$ cat src/rtl/swap_pkg.sv
package swap_pkg;
  localparam int NREG   = 3;
  localparam int NSTATE = 4;

  // register slots on the shared bus
  localparam int RA = 0;   // first operand
  localparam int RB = 1;   // second operand
  localparam int RT = 2;   // temporary

  // one-hot state bit positions
  localparam int S_IDLE = 0;
  localparam int S_B2T  = 1;   // second -> temporary
  localparam int S_A2B  = 2;   // first -> second
  localparam int S_T2A  = 3;   // temporary -> first, completion

  typedef logic [NSTATE-1:0] onehot_t;
  typedef logic [NREG-1:0]   strobe_t;

  localparam onehot_t IDLE_OH = onehot_t'(1 << S_IDLE);
endpackage

$ cat src/rtl/swap_seq_ctrl.sv
module swap_seq_ctrl
  import swap_pkg::*;
(
  input  logic    clk,
  input  logic    rst,
  input  logic    start,
  output strobe_t drv,
  output strobe_t ld,
  output logic    done,
  output logic    idle
);
  onehot_t st, st_nx;
  logic    st_bad;

  assign st_bad = (st == '0) || ((st & (st - onehot_t'(1))) != '0);

  always_comb begin
    st_nx         = '0;
    st_nx[S_IDLE] = (st[S_IDLE] & ~start) | st[S_T2A];
    st_nx[S_B2T]  = st[S_IDLE] & start;
    st_nx[S_A2B]  = st[S_B2T];
    st_nx[S_T2A]  = st[S_A2B];
    if (st_bad) st_nx = IDLE_OH;
  end

  always_ff @(posedge clk) begin
    if (rst) st <= IDLE_OH;
    else     st <= st_nx;
  end

  // every strobe is a state flop output
  assign drv[RA] = st[S_A2B];
  assign drv[RB] = st[S_B2T];
  assign drv[RT] = st[S_T2A];
  assign ld[RA]  = st[S_T2A];
  assign ld[RB]  = st[S_A2B];
  assign ld[RT]  = st[S_B2T];
  assign done    = st[S_T2A];
  assign idle    = st[S_IDLE];

  p_idle_hold_r2: assert property (@(posedge clk) disable iff (rst)
    (idle && !start) |=> (idle && drv == '0 && ld == '0 && !done));
  p_step1_r3: assert property (@(posedge clk) disable iff (rst)
    (idle && start) |=> (drv == 3'b010 && ld == 3'b100 && !done));
  p_step2_r4: assert property (@(posedge clk) disable iff (rst)
    (drv == 3'b010) |=> (drv == 3'b001 && ld == 3'b010 && !done));
  p_step3_r5: assert property (@(posedge clk) disable iff (rst)
    (drv == 3'b001) |=> (drv == 3'b100 && ld == 3'b001 && done));
  p_return_r6: assert property (@(posedge clk) disable iff (rst)
    done |=> (idle && drv == '0 && ld == '0));
  p_busy_start_r10: assert property (@(posedge clk) disable iff (rst)
    (!idle && start && !done) |=> !idle);
  p_one_driver_r7: assert property (@(posedge clk) disable iff (rst)
    $onehot0(drv));
endmodule

$ cat src/rtl/swap_regs.sv
module swap_regs
  import swap_pkg::*;
#(
  parameter int DATA_W = 8
) (
  input  logic                           clk,
  input  logic                           rst,
  input  strobe_t                        ld,
  input  strobe_t                        ext_ld,
  input  logic                           ext_ok,
  input  logic [DATA_W-1:0]              bus,
  input  logic [DATA_W-1:0]              ext_data,
  output logic [NREG-1:0][DATA_W-1:0]    q
);
  for (genvar g = 0; g < NREG; g++) begin : g_reg
    logic pre;
    assign pre = ext_ld[g] & ext_ok;

    always_ff @(posedge clk) begin
      if (rst)        q[g] <= '0;
      else if (ld[g]) q[g] <= bus;
      else if (pre)   q[g] <= ext_data;
    end

    p_hold_r9: assert property (@(posedge clk) disable iff (rst)
      (!ld[g] && !pre) |=> $stable(q[g]));
    p_capture_r12: assert property (@(posedge clk) disable iff (rst)
      ld[g] |=> (q[g] == $past(bus)));
    p_preset_r11: assert property (@(posedge clk) disable iff (rst)
      (pre && !ld[g]) |=> (q[g] == $past(ext_data)));
  end
endmodule

$ cat src/rtl/swap_bus_mux.sv
module swap_bus_mux
  import swap_pkg::*;
#(
  parameter int DATA_W = 8
) (
  input  strobe_t                        drv,
  input  logic [NREG-1:0][DATA_W-1:0]    src,
  output logic [DATA_W-1:0]              bus
);
  // AND-OR stands in for shared tri-state lines; idle bus reads zero
  always_comb begin
    bus = '0;
    for (int i = 0; i < NREG; i++) begin
      bus = bus | (src[i] & {DATA_W{drv[i]}});
    end
  end
endmodule

$ cat src/rtl/reg_swap_unit.sv
module reg_swap_unit
  import swap_pkg::*;
#(
  parameter int DATA_W = 8
) (
  input  logic              clk,
  input  logic              rst,
  input  logic              start,
  input  logic [2:0]        ext_ld,
  input  logic [DATA_W-1:0] ext_data,
  output logic [DATA_W-1:0] reg1_q,
  output logic [DATA_W-1:0] reg2_q,
  output logic [DATA_W-1:0] reg3_q,
  output logic [DATA_W-1:0] bus_q,
  output logic [2:0]        drv_en,
  output logic [2:0]        ld_en,
  output logic              done
);
  strobe_t                     drv, ld;
  logic                        idle;
  logic [NREG-1:0][DATA_W-1:0] q;
  logic [DATA_W-1:0]           bus;

  swap_seq_ctrl u_ctrl (
    .clk   (clk),
    .rst   (rst),
    .start (start),
    .drv   (drv),
    .ld    (ld),
    .done  (done),
    .idle  (idle)
  );

  swap_regs #(.DATA_W(DATA_W)) u_regs (
    .clk      (clk),
    .rst      (rst),
    .ld       (ld),
    .ext_ld   (ext_ld),
    .ext_ok   (idle),
    .bus      (bus),
    .ext_data (ext_data),
    .q        (q)
  );

  swap_bus_mux #(.DATA_W(DATA_W)) u_bus (
    .drv (drv),
    .src (q),
    .bus (bus)
  );

  assign reg1_q = q[RA];
  assign reg2_q = q[RB];
  assign reg3_q = q[RT];
  assign bus_q  = bus;
  assign drv_en = drv;
  assign ld_en  = ld;

  p_bus_zero_r8: assert property (@(posedge clk) disable iff (rst)
    (drv == '0) |-> (bus == '0));
  p_bus_src_r8: assert property (@(posedge clk) disable iff (rst)
    drv[RB] |-> (bus == q[RB]));
  p_busy_preset_r11: assert property (@(posedge clk) disable iff (rst)
    (!idle && !ld[RA]) |=> $stable(q[RA]));
endmodule

$ cat config.mk
export PLATFORM = sky130hd
export DESIGN_NAME = reg_swap_unit
export DESIGN_NICKNAME = d
export VERILOG_FILES = /design/src/rtl/swap_pkg.sv /design/src/rtl/swap_seq_ctrl.sv /design/src/rtl/swap_regs.sv /design/src/rtl/swap_bus_mux.sv /design/src/rtl/reg_swap_unit.sv
export SDC_FILE = /design/constraint.sdc
export NUM_CORES = 1
export LEC_CHECK = 0
export BUFFER_PORTS_ARGS = -buffer_cell sky130_fd_sc_hd__clkbuf_2
export CAP_MARGIN = 10
export CORE_MARGIN = 8
export CORE_UTILIZATION = 44
export CTS_CLUSTER_SIZE = 10
export DETAILED_ROUTE_END_ITERATION = 10
export GPL_ROUTABILITY_DRIVEN = 0
export HOLD_SLACK_MARGIN = 0.03
export PLACE_DENSITY = 0.75
export SLEW_MARGIN = 20
export SYNTH_ARGS = -nofsm -noshare
export SYNTH_HDL_FRONTEND = slang
export SYNTH_SLANG_ARGS = --single-unit
$ cat constraint.sdc
create_clock -name clk -period 1.2 [get_ports clk]
set_clock_uncertainty 0.1 [all_clocks]
set_input_delay 0.24 -clock clk [delete_from_list [all_inputs] [get_ports clk]]
set_output_delay 0.24 -clock clk [all_outputs]
set_load 0.03 [all_outputs]
==> results.py <==
metrics = {
    "status": {
        "violations": "setup timing",
        "status": "finished, violations left",
    },
    "logic_synthesis": {
        "yosys.area.top_type": "dfxtp_1",
        "yosysMostFrequentCell": "dfxtp_1",
        "synth_area_per_cell_sq_um": 9.88,
        "synth_top_area_share_pct": 38.9,
        "synthTopCellsByArea": "dfxtp_1, mux2i_1, o22ai_1",
        "netlist_top_cells_count": "dfxtp_1, inv_1, mux2i_1, o22ai_1",
        "syn_area_sq_mm": 0.00144,
        "postSynth.asyncResetShare_pct": 0,
        "ys_types": 24,
        "ys_seq_area_share_pct": 38.9,
        "syn-num-nets": 160,
        "synth_edf_count": 0,
        "synth-seq-cells": 28,
        "yosys_warnings": 0,
        "synthFlopType": "dfxtp_1",
        "syn_inst": 146,
    },
    "global_routing": {
        "grt_use_total_pct": 19.9,
        "grt-ovfl-total": 0,
        "grt_max_degree": 16,
        "grt_pass1_vias": 1690,
        "antenna_found_initial": 0,
        "grt_pass1_wl_microns": 8400,
    },
    "critical_path": {
        "cp-startpoint": "u_ctrl.st[3]$_SDFF_PP0_",
        "max_stage_delay_ps": 450,
        "reg2reg_depth": 7,
        "timing.rr.start": "u_ctrl.st[1]$_SDFF_PP0_",
        "critPathSlowestCell": "dfxtp_4",
        "cp.required_ps": 860,
        "critPathTopFamily": "compound AO/OA/AOI/OAI gates",
        "critical_path.cell_chain": "a22oi_2 -> a21boi_4 -> inv_2 -> buf_8",
        "critical_path_class": "reg2out",
        "r2r_slack_ps": -420,
        "r2r_end": "u_ctrl.st[0]$_SDFF_PP1_",
        "worst_setup_path_end_kind": "output port",
        "cp_max_fo": 11,
        "crit_buf_inv": 2,
        "cp_data_arrival_time_ps": 1460,
        "worstSetupStartpointType": "flop",
    },
    "floorplan": {
        "die_h_microns": 73.3,
        "io_pins": 53,
        "core_sq_mm": 0.00308,
        "fp-row-count": 20,
        "die-area_sq_mm": 0.00537,
        "die_w_microns": 73.3,
        "initial_core_util_pct": 46.9,
    },
    "min_path": {
        "min_from": "ext_data[2]",
        "hold_path_depth": 3,
        "min_path_type": "in2reg",
        "hold_path_end": "u_regs.q[10]$_SDFFE_PP0P_",
    },
    "drt": {
        "vias": 1716,
        "totalWireLength_microns": 6950,
        "vias_per_cell": 6.06,
        "drt-pass1-iter-count": 4,
        "ant_nets": 0,
        "drc": 0,
        "drt_iter0_drc": 117,
        "wl_per_cell_microns": 24.5,
    },
    "cts": {
        "clk_pin_slew_worst_paths_ps": 150,
        "cts-buffers-inserted": 3,
        "clkSinkCount": 28,
        "clkLatencyLatePin_ps": 330,
        "cts_root_buf": "clkbuf_4",
        "cts_tree": "built",
        "htree_num_levels": 1,
        "ctsHoldBuffers": 0,
        "clockBufferDepth": 2,
    },
    "placed_design": {
        "placed_cells": 260,
        "dp_hpwl_microns": 3380,
        "pre_cts_slack_ps": -171,
        "portBuffers": 52,
    },
    "pwr": {
        "sw_frac_of_total_pct": 34.6,
        "p_sw_uw": 870,
        "intPower_uw": 1650,
        "vdd_ir_drop_max_mv": 0.617,
        "p_per_area_mw_per_mm2": 882,
        "pwr-share-clk_pct": 16.5,
        "leakagePower_uw": 0.00131,
        "combPwrFrac_pct": 40.5,
        "seq_power_share_pct": 43.0,
    },
    "sta": {
        "final_max_slew_viol_count": 0,
        "setup_viol": 63,
        "relSlewSlack_pct": 64.7,
        "finalCriticalPeriod_ps": 1800,
        "grt_setup_unrepaired": "true",
        "fin_crit_sh_pct": 150,
        "layout_setup_ws_ps": -601,
        "fmax_mhz": 555,
        "hold_viol": 0,
        "tightest_slew_ps": 529,
    },
    "layout": {
        "syn_to_final_growth_pct": 97.7,
        "instances_no_fill": 283,
        "final_nets": 254,
        "fin_util_pct": 92.7,
        "drive_gt1_share_pct": 76.2,
        "antenna_cells": 0,
    },
    "job": {
        "max_cap_violations": 0,
    },
}
logic make-up after synthesis:
| family | after synthesis | synth area share (%) |
|---|---|---|
| buffers and inverters | 31 | 12.4 |
| flip-flops | 28 | 38.9 |
| AND/OR/NAND/NOR | 21 | 10.4 |
| AO/OA/AOI/OAI | 50 | 27.2 |
| multiplexers | 16 | 11.1 |
layer usage:
metal / share of wire [%] / global-route usage (%)
met1: 36 / 23.6
met4: 4.1 / 7.11
met3: 9.7 / 4.90
met2: 50 / 33.9
met5: 0 / 0
flip-flops by register name (all words and copies together) (netlist names):
signal     cells
u_ctrl.st      4
u_regs.q      24
power by group through the flow:
stage          sequential (uW)  combinational (uW)  clock, uW
2_1_floorplan             1200                 250          0
3_3_place_gp              1080                 576          0
3_5_place_dp              1090                 593          0
4_1_cts                   1070                 796        428
5_1_grt                   1090                1060        464
6_report                  1080                1020        414
worst min-delay path, stage by stage:
cell	delay, ps
clkbuf_2	110
mux2i_1	70
o22ai_1	110
cells in the final DEF (no fill, tap or decap), types with 2 or more instances in the layout:
| master | count |
|---|---|
| nand2_8 | 2 |
| and3_1 | 6 |
| dfxtp_4 | 11 |
| clkbuf_4 | 3 |
| buf_4 | 22 |
| clkbuf_2 | 13 |
| mux2i_1 | 16 |
| a311oi_2 | 2 |
| a211oi_2 | 5 |
| a21boi_4 | 6 |
| buf_6 | 27 |
| a311oi_1 | 6 |
| clkbuf_8 | 3 |
| a22oi_2 | 8 |
| inv_2 | 8 |
| a211oi_4 | 2 |
| o22ai_1 | 15 |
| a21boi_2 | 2 |
| inv_1 | 8 |
| buf_8 | 36 |
| dfxtp_2 | 17 |
| nor3_2 | 2 |
area by class of cell:
cell class | count | area (sq um)
Sequential cell | 28 | 623
Multi-Input combinational cell | 87 | 922
Timing Repair Buffer | 104 | 1170
Inverter | 16 | 60.1
Fill cell | 104 | 225
Clock buffer | 4 | 26.3
Tap cell | 44 | 55.1
metrics by stage:
| step | instance area [sq um] | hold WS (ps) | total power (uW) | TNS [ps] |
|---|---|---|---|---|
| after floorplan | 1510 | 299 | 1450 | -1150 |
| after global placement | 1940 | 392 | 1660 | -1060 |
| after detailed placement | 1940 | 410 | 1680 | -1750 |
| after CTS | 2480 | 45.8 | 2290 | -9150 |
| after global routing | 2850 | 114 | 2610 | -14260 |
| final | 2850 | 139 | 2520 | -11840 |
how the worst max path moves through the flow:
stage / depth (start not counted) / end
floorplan: 4 / bus_q[3]
global placement: 4 / bus_q[2]
detailed placement: 4 / bus_q[2]
CTS: 4 / bus_q[4]
global route: 4 / bus_q[0]
finish: 4 / bus_q[0]
what timing repair did:
action	in CTS	in global routing
buffers inserted	8	22
endpoints found under the hold margin	0	0
setup endpoints to repair	55	66
cloned	0	1
pin swaps	2	11
gates resized for setup	126	88
(Power assumes the default switching activity.)
